$ cat src/rtl/dmg_pkg.sv
package dmg_pkg;
   localparam int EN_BIT     = 0;
   localparam int NMI_BIT    = 1;
   localparam int FAULT_BIT  = 2;
   localparam int MIN_CTRL_W = 3;
endpackage

$ cat src/rtl/dmg_sticky_flag.sv
module dmg_sticky_flag (
   input  logic clk,
   input  logic rst_n,
   input  logic set_i,
   input  logic rd_i,
   input  logic wr_i,
   input  logic wbit_i,
   output logic flag_o
);
   logic flag_q;
   logic arm_q;
   logic clr;

   // clearing write needs a read that saw 1 since the previous write
   assign clr = wr_i & arm_q & ~wbit_i;

   always_ff @(posedge clk or negedge rst_n) begin
      if (!rst_n) begin
         flag_q <= 1'b0;
         arm_q  <= 1'b0;
      end else begin
         flag_q <= set_i | (flag_q & ~clr);
         if (wr_i)
            arm_q <= 1'b0;
         else if (rd_i && flag_q)
            arm_q <= 1'b1;
      end
   end

   assign flag_o = flag_q;

   // set wins over a coincident clear
   p_set_wins_r6: assert property (@(posedge clk) disable iff (!rst_n)
      set_i |=> flag_q);
   // a written 1 changes nothing
   p_write_one_inert_r5: assert property (@(posedge clk) disable iff (!rst_n)
      (wr_i && wbit_i && !set_i) |=> (flag_q == $past(flag_q)));
   // no clear without a preceding read of 1
   p_unarmed_holds_r4: assert property (@(posedge clk) disable iff (!rst_n)
      (flag_q && wr_i && !arm_q) |=> flag_q);
endmodule

$ cat src/rtl/dmg_chan_gate.sv
module dmg_chan_gate #(
   parameter bit UNIT_DRAIN = 1'b1
) (
   input  logic clk,
   input  logic rst_n,
   input  logic run_i,
   input  logic nmi_i,
   input  logic fault_i,
   input  logic de_i,
   input  logic end_i,
   input  logic busy_i,
   output logic permit_o,
   output logic stop_o
);
   logic base_ok;
   logic prev_q;

   assign base_ok = run_i & de_i & ~end_i & ~fault_i;

   if (UNIT_DRAIN) begin : g_drain
      logic drain_q;
      // tracks "mid-unit while allowed"; frozen once the NMI flag is up
      always_ff @(posedge clk or negedge rst_n) begin
         if (!rst_n) drain_q <= 1'b0;
         else        drain_q <= base_ok & busy_i & (drain_q | ~nmi_i);
      end
      assign permit_o = base_ok & (~nmi_i | drain_q);

      // a permitted channel mid-unit keeps going unless a hard cause hits
      p_unit_finishes_r7: assert property (@(posedge clk) disable iff (!rst_n)
         (permit_o && busy_i) |=> (permit_o || !run_i || !de_i || end_i || fault_i));
   end else begin : g_abrupt
      assign permit_o = base_ok & ~nmi_i;
   end

   always_ff @(posedge clk or negedge rst_n) begin
      if (!rst_n) prev_q <= 1'b0;
      else        prev_q <= permit_o;
   end

   assign stop_o = prev_q & ~permit_o & de_i & ~end_i;

   // an idle channel under NMI is blocked next cycle
   p_nmi_idle_blocks_r7: assert property (@(posedge clk) disable iff (!rst_n)
      (nmi_i && !busy_i) |=> (!permit_o || !nmi_i));
   // stop is a single-cycle pulse
   p_stop_single_r10: assert property (@(posedge clk) disable iff (!rst_n)
      stop_o |=> !stop_o);
endmodule

$ cat src/rtl/dmg_group_ctrl.sv
module dmg_group_ctrl #(
   parameter int NCH        = 6,
   parameter int CTRL_W     = 8,
   parameter bit UNIT_DRAIN = 1'b1
) (
   input  logic              clk,
   input  logic              rst_n,
   input  logic              reg_rd,
   input  logic              reg_wr,
   input  logic [CTRL_W-1:0] reg_wdata,
   output logic [CTRL_W-1:0] reg_rdata,
   input  logic              nmi_in,
   input  logic [NCH-1:0]    addr_fault,
   input  logic [NCH-1:0]    chan_en,
   input  logic [NCH-1:0]    chan_end,
   input  logic [NCH-1:0]    unit_busy,
   output logic [NCH-1:0]    permit,
   output logic [NCH-1:0]    stop
);
   import dmg_pkg::*;

   localparam int PAD_W = CTRL_W - MIN_CTRL_W;

   if (CTRL_W < MIN_CTRL_W) begin : g_bad_width
      $error("CTRL_W must hold the three control bits");
   end
   if (NCH < 1) begin : g_bad_nch
      $error("NCH must be at least 1");
   end

   logic run_q;
   logic nmi_flag;
   logic fault_flag;

   always_ff @(posedge clk or negedge rst_n) begin
      if (!rst_n)      run_q <= 1'b0;
      else if (reg_wr) run_q <= reg_wdata[EN_BIT];
   end

   dmg_sticky_flag u_nmi_flag (
      .clk    (clk),
      .rst_n  (rst_n),
      .set_i  (nmi_in),
      .rd_i   (reg_rd),
      .wr_i   (reg_wr),
      .wbit_i (reg_wdata[NMI_BIT]),
      .flag_o (nmi_flag)
   );

   dmg_sticky_flag u_fault_flag (
      .clk    (clk),
      .rst_n  (rst_n),
      .set_i  (|addr_fault),
      .rd_i   (reg_rd),
      .wr_i   (reg_wr),
      .wbit_i (reg_wdata[FAULT_BIT]),
      .flag_o (fault_flag)
   );

   if (PAD_W > 0) begin : g_pad
      assign reg_rdata = {{PAD_W{1'b0}}, fault_flag, nmi_flag, run_q};
   end else begin : g_nopad
      assign reg_rdata = {fault_flag, nmi_flag, run_q};
   end

   for (genvar i = 0; i < NCH; i++) begin : g_chan
      dmg_chan_gate #(.UNIT_DRAIN(UNIT_DRAIN)) u_gate (
         .clk      (clk),
         .rst_n    (rst_n),
         .run_i    (run_q),
         .nmi_i    (nmi_flag),
         .fault_i  (fault_flag),
         .de_i     (chan_en[i]),
         .end_i    (chan_end[i]),
         .busy_i   (unit_busy[i]),
         .permit_o (permit[i]),
         .stop_o   (stop[i])
      );
   end

   // clearing the run enable empties all permits next cycle
   p_run_clear_stops_r8: assert property (@(posedge clk) disable iff (!rst_n)
      (reg_wr && !reg_wdata[EN_BIT]) |=> (permit == '0));
   // any fault pulse blocks the whole group next cycle
   p_fault_blocks_r9: assert property (@(posedge clk) disable iff (!rst_n)
      (|addr_fault) |=> (permit == '0));
   // NMI pulse sets the flag regardless of activity
   p_nmi_sets_r3: assert property (@(posedge clk) disable iff (!rst_n)
      nmi_in |=> reg_rdata[NMI_BIT]);
endmodule

$ cat config.mk
export PLATFORM = sky130hd
export DESIGN_NAME = dmg_group_ctrl
export DESIGN_NICKNAME = d
export VERILOG_FILES = /design/src/rtl/dmg_pkg.sv /design/src/rtl/dmg_sticky_flag.sv /design/src/rtl/dmg_chan_gate.sv /design/src/rtl/dmg_group_ctrl.sv
export SDC_FILE = /design/constraint.sdc
export NUM_CORES = 1
export LEC_CHECK = 0
export ABC_AREA = 1
export BUFFER_PORTS_ARGS = -buffer_cell sky130_fd_sc_hd__buf_2
export CORE_MARGIN = 4
export CORE_UTILIZATION = 38
export CTS_CLUSTER_DIAMETER = 30
export DETAILED_ROUTE_END_ITERATION = 10
export PLACE_DENSITY_LB_ADDON = 0.08
export SYNTH_ARGS = -nofsm -noshare
export SYNTH_HDL_FRONTEND = slang
export SYNTH_HIERARCHICAL = 1
export SYNTH_SLANG_ARGS = --single-unit
$ cat constraint.sdc
create_clock -name clk -period 0.9 [get_ports clk]
set_input_delay 0.09 -clock clk [delete_from_list [all_inputs] [get_ports clk]]
set_output_delay 0.09 -clock clk [all_outputs]
set_load 0.02 [all_outputs]
==> results.md <==
- Status: complete, but fails checks
- Violated checks: negative setup slack
- Clk sinks: 17
- Slew Viols, Final: 0
- CTS tree: done
- Row Count: 17
- Share of power burned in the clock network: 28.4%
- Grt ovf: 0
- Hold Path Class: input port to flip-flop
- Post-Route Skew: 0.00755 ns
- Vias/cell: 4.09
- WP buf/inv: 2
- R2R Path Start: u_fault_flag/flag_o
- DR pass1 iterations: 4
- Setup violations, final: 27
- CP Max Fanout: 8
- Mean Syn Cell Area: 7.49 sq um
- Initial Util: 41.1%
- Min setup slack post-route: -0.491 ns
- Routed WL: 2210 um
- Synth warnings: 6
- Asr flop ratio synth: 100%
- Top cell type by total area after synthesis: dfrtp_1
- Reg clk slew, reported paths: 0.11 ns
- IO Port Bufs: 46
- Max-Cap Viols: 0
- Reg2Reg Capture Point: g_chan[0].u_gate/g_drain.drain_q
- Cell count after synthesis: 125
- Fmax: 719 MHz
- Antenna viol nets, final: 0
- Peak VDD IR: 0.602 mV
- Slowest stage delay, CP: 0.51 ns
- Post-synth top area share: 45.5%
- Num CTS Buffers: 3
- GRT Total Usage: 13.9%
- Avg WL per Cell: 9.96 um
- Clock root cell: clkbuf_4
- Post-synth top cells: 35 x inv_1, 29 x nand2_1, 17 x dfrtp_1, 12 x nor2_2, 11 x nor2_1
- IO Pins: 57
- Post-layout total power: 0.00144 W
- Sequential share of power: 55.0%
- Global-route wire length before repair: 3620 um
- WHS Path Cells: 3
- Dominant cells by area after synthesis: dfrtp_1 45%, inv_1 14%, nand2_1 12%
- Area Overhead vs Synth: 64.3%
- Post-Synthesis Cell Area: 936 sq um
- Remaining DRCs: 0
- Dpl hpwl: 1580 um
- Unrepaired setup endpoints after global routing: true
- Most frequent cell after synthesis: inv_1
- Reg2reg path depth: 6
- Netlist cell types: 11
- Tmin final: 1.39 ns
- Hold Path Sink: g_chan[2].u_gate/g_drain.drain_q
- Sw frac: 26.8%
- Crit path kind: flip-flop to primary output
- Gpl congestion: 0.759
- Initial antenna violation count: 0
- Worst R2R Setup Slack: -0.32 ns
- # fillers: 204
- Die W: 57.6 um
- FF+latch area: 429 sq um
- Skew-Pair Late Insertion Delay: 0.29 ns
- Worst path cell trace: nor2_2 -> nand3_2 -> nand2_2 -> inv_2 -> buf_6
- Pin count of the biggest net entering global routing: 18
- Worst setup SP type: flip-flop
- Pint: 0.00106 W
- Nets: 232
- Worst Setup End Kind: primary output
- DR iter-0 viols: 9
- Number of synthesized flops with an enable pin: 0
- Final Cycle Share: 155%
- P per Cell Area: 939 mW/mm^2
- Net Switching: 0.000388 W
- Core area: 0.00228 sq mm
- Layout cells sized above 1: 55.2%
- Main synth FF type: dfrtp_1
- Clock Tree Buf Depth: 2
- Synthesized flop and latch total: 17
- Multi-input gate area: 370 sq um
- LEAKAGE: 0.921 nW
- Comb pwr share: 16.6%
- Die height: 57.6 um
- DR vias: 909
- Final Hold Fails: 0
- Via count of the first global-routing pass: 884
- Cell family with most CP delay: flip-flops
- Worst Hold Slack: 0.00719 ns
- Crit path DAT: 1.30 ns
- WP data required: 0.81 ns
- H-tree depth: 1
- Register area share after synthesis: 45.5%
- Hold_sp: unit_busy[2]
- Diode count: 0
- CP max stage cell: dfrtp_2
- Die ar.: 0.00332 sq mm
flip-flops by register name, summed over array words and instances, names as in the netlist:
signal	cells
g_chan.u_gate/g_drain.drain_q	6
g_chan.u_gate/prev_q	6
run_q	1
u_fault_flag/arm_q	1
u_fault_flag/flag_o	1
u_nmi_flag/arm_q	1
u_nmi_flag/flag_o	1
power by group through the flow:
stage	registers, W	clock network, W	logic (W)
after global placement	0.000807	0	0.000185
final	0.000795	0.000410	0.000239
after CTS	0.000795	0.000425	0.000223
after floorplan	0.000803	0	0.000103
after global routing	0.000800	0.000455	0.000269
after detailed placement	0.000808	0	0.000186
cells by family (layout without fill, tap and decap cells):
| logic type | after synthesis | in the layout | synth area share (%) |
|---|---|---|---|
| compound gates | 3 | 3 | 1.60 |
| buf+inv | 43 | 108 | 20.5 |
| flops | 17 | 17 | 45.5 |
| other cells | 1 | 5 | 0.401 |
| simple gates | 61 | 61 | 32.1 |
worst min-delay path, cell delays in order:
cell	delay [ns]
buf_2	0.10
inv_1	0.05
nor2_2	0.04
how the worst max path moves through the flow:
stage / from / endpoint / slack, ns / cells after the start
CTS: u_fault_flag/flag_o / stop[0] / -0.51 / 5
global route: u_fault_flag/flag_o / stop[4] / -0.55 / 5
detailed placement: u_fault_flag/flag_o / stop[0] / -0.20 / 5
floorplan: u_fault_flag/flag_o / stop[0] / 0.006 / 4
global placement: u_fault_flag/flag_o / stop[2] / -0.16 / 5
finish: u_fault_flag/flag_o / stop[4] / -0.49 / 5
layout by cell type, fill, tap and decap left out:
cell and n:
a21oi_1 1, a21oi_2 1, buf_2 32, buf_4 7, buf_6 25, clkbuf_4 3, clkinv_2 1, conb_1 5
dfrtp_1 14, dfrtp_2 3, dlygate4sd3_1 5, inv_1 22, inv_2 13, nand2_1 25, nand2_2 4, nand3_1 3
nand3_2 5, nand3_4 1, nor2_1 11, nor2_2 9, nor2_4 3, o21ai_1 1
per-stage QoR:
stage          TNS, ns  worst slack, ns  cell area [sq um]  instances  util, %
4_1_cts          -7.51           -0.513               1480        221     65.1
3_3_place_gp     -2.27           -0.165               1220        203     53.5
5_1_grt          -9.54           -0.554               1540        222     67.6
3_5_place_dp     -2.51           -0.204               1220        203     53.5
6_report         -7.76           -0.491               1540        222     67.6
2_1_floorplan        0          0.00637                952        129        -
area by class of cell:
cell class | instances | area share [%]
Tap cell | 28 | 2.28
Multi-Input combinational cell | 69 | 24.1
Timing Repair Buffer | 69 | 35.4
Inverter | 35 | 8.54
Sequential cell | 17 | 27.9
Clock inverter | 1 | 0.325
Clock buffer | 3 | 1.46
repair_timing:
action                                  4_1_cts  5_1_grt
endpoints found under the setup margin       24       30
hold endpoints to repair                     21        0
pin swaps                                     6       10
buffers inserted                             10        8
hold buffers                                  5        0
resized for setup                            37       19
metal layers:
layer | wire (um) | track usage, %
met1 | 923 | 17.3
met2 | 1110 | 24.2
met3 | 176 | 2.67
met4 | 0 | 3.97
met5 | 0 | 0
Power figures use the tool's default switching activity.
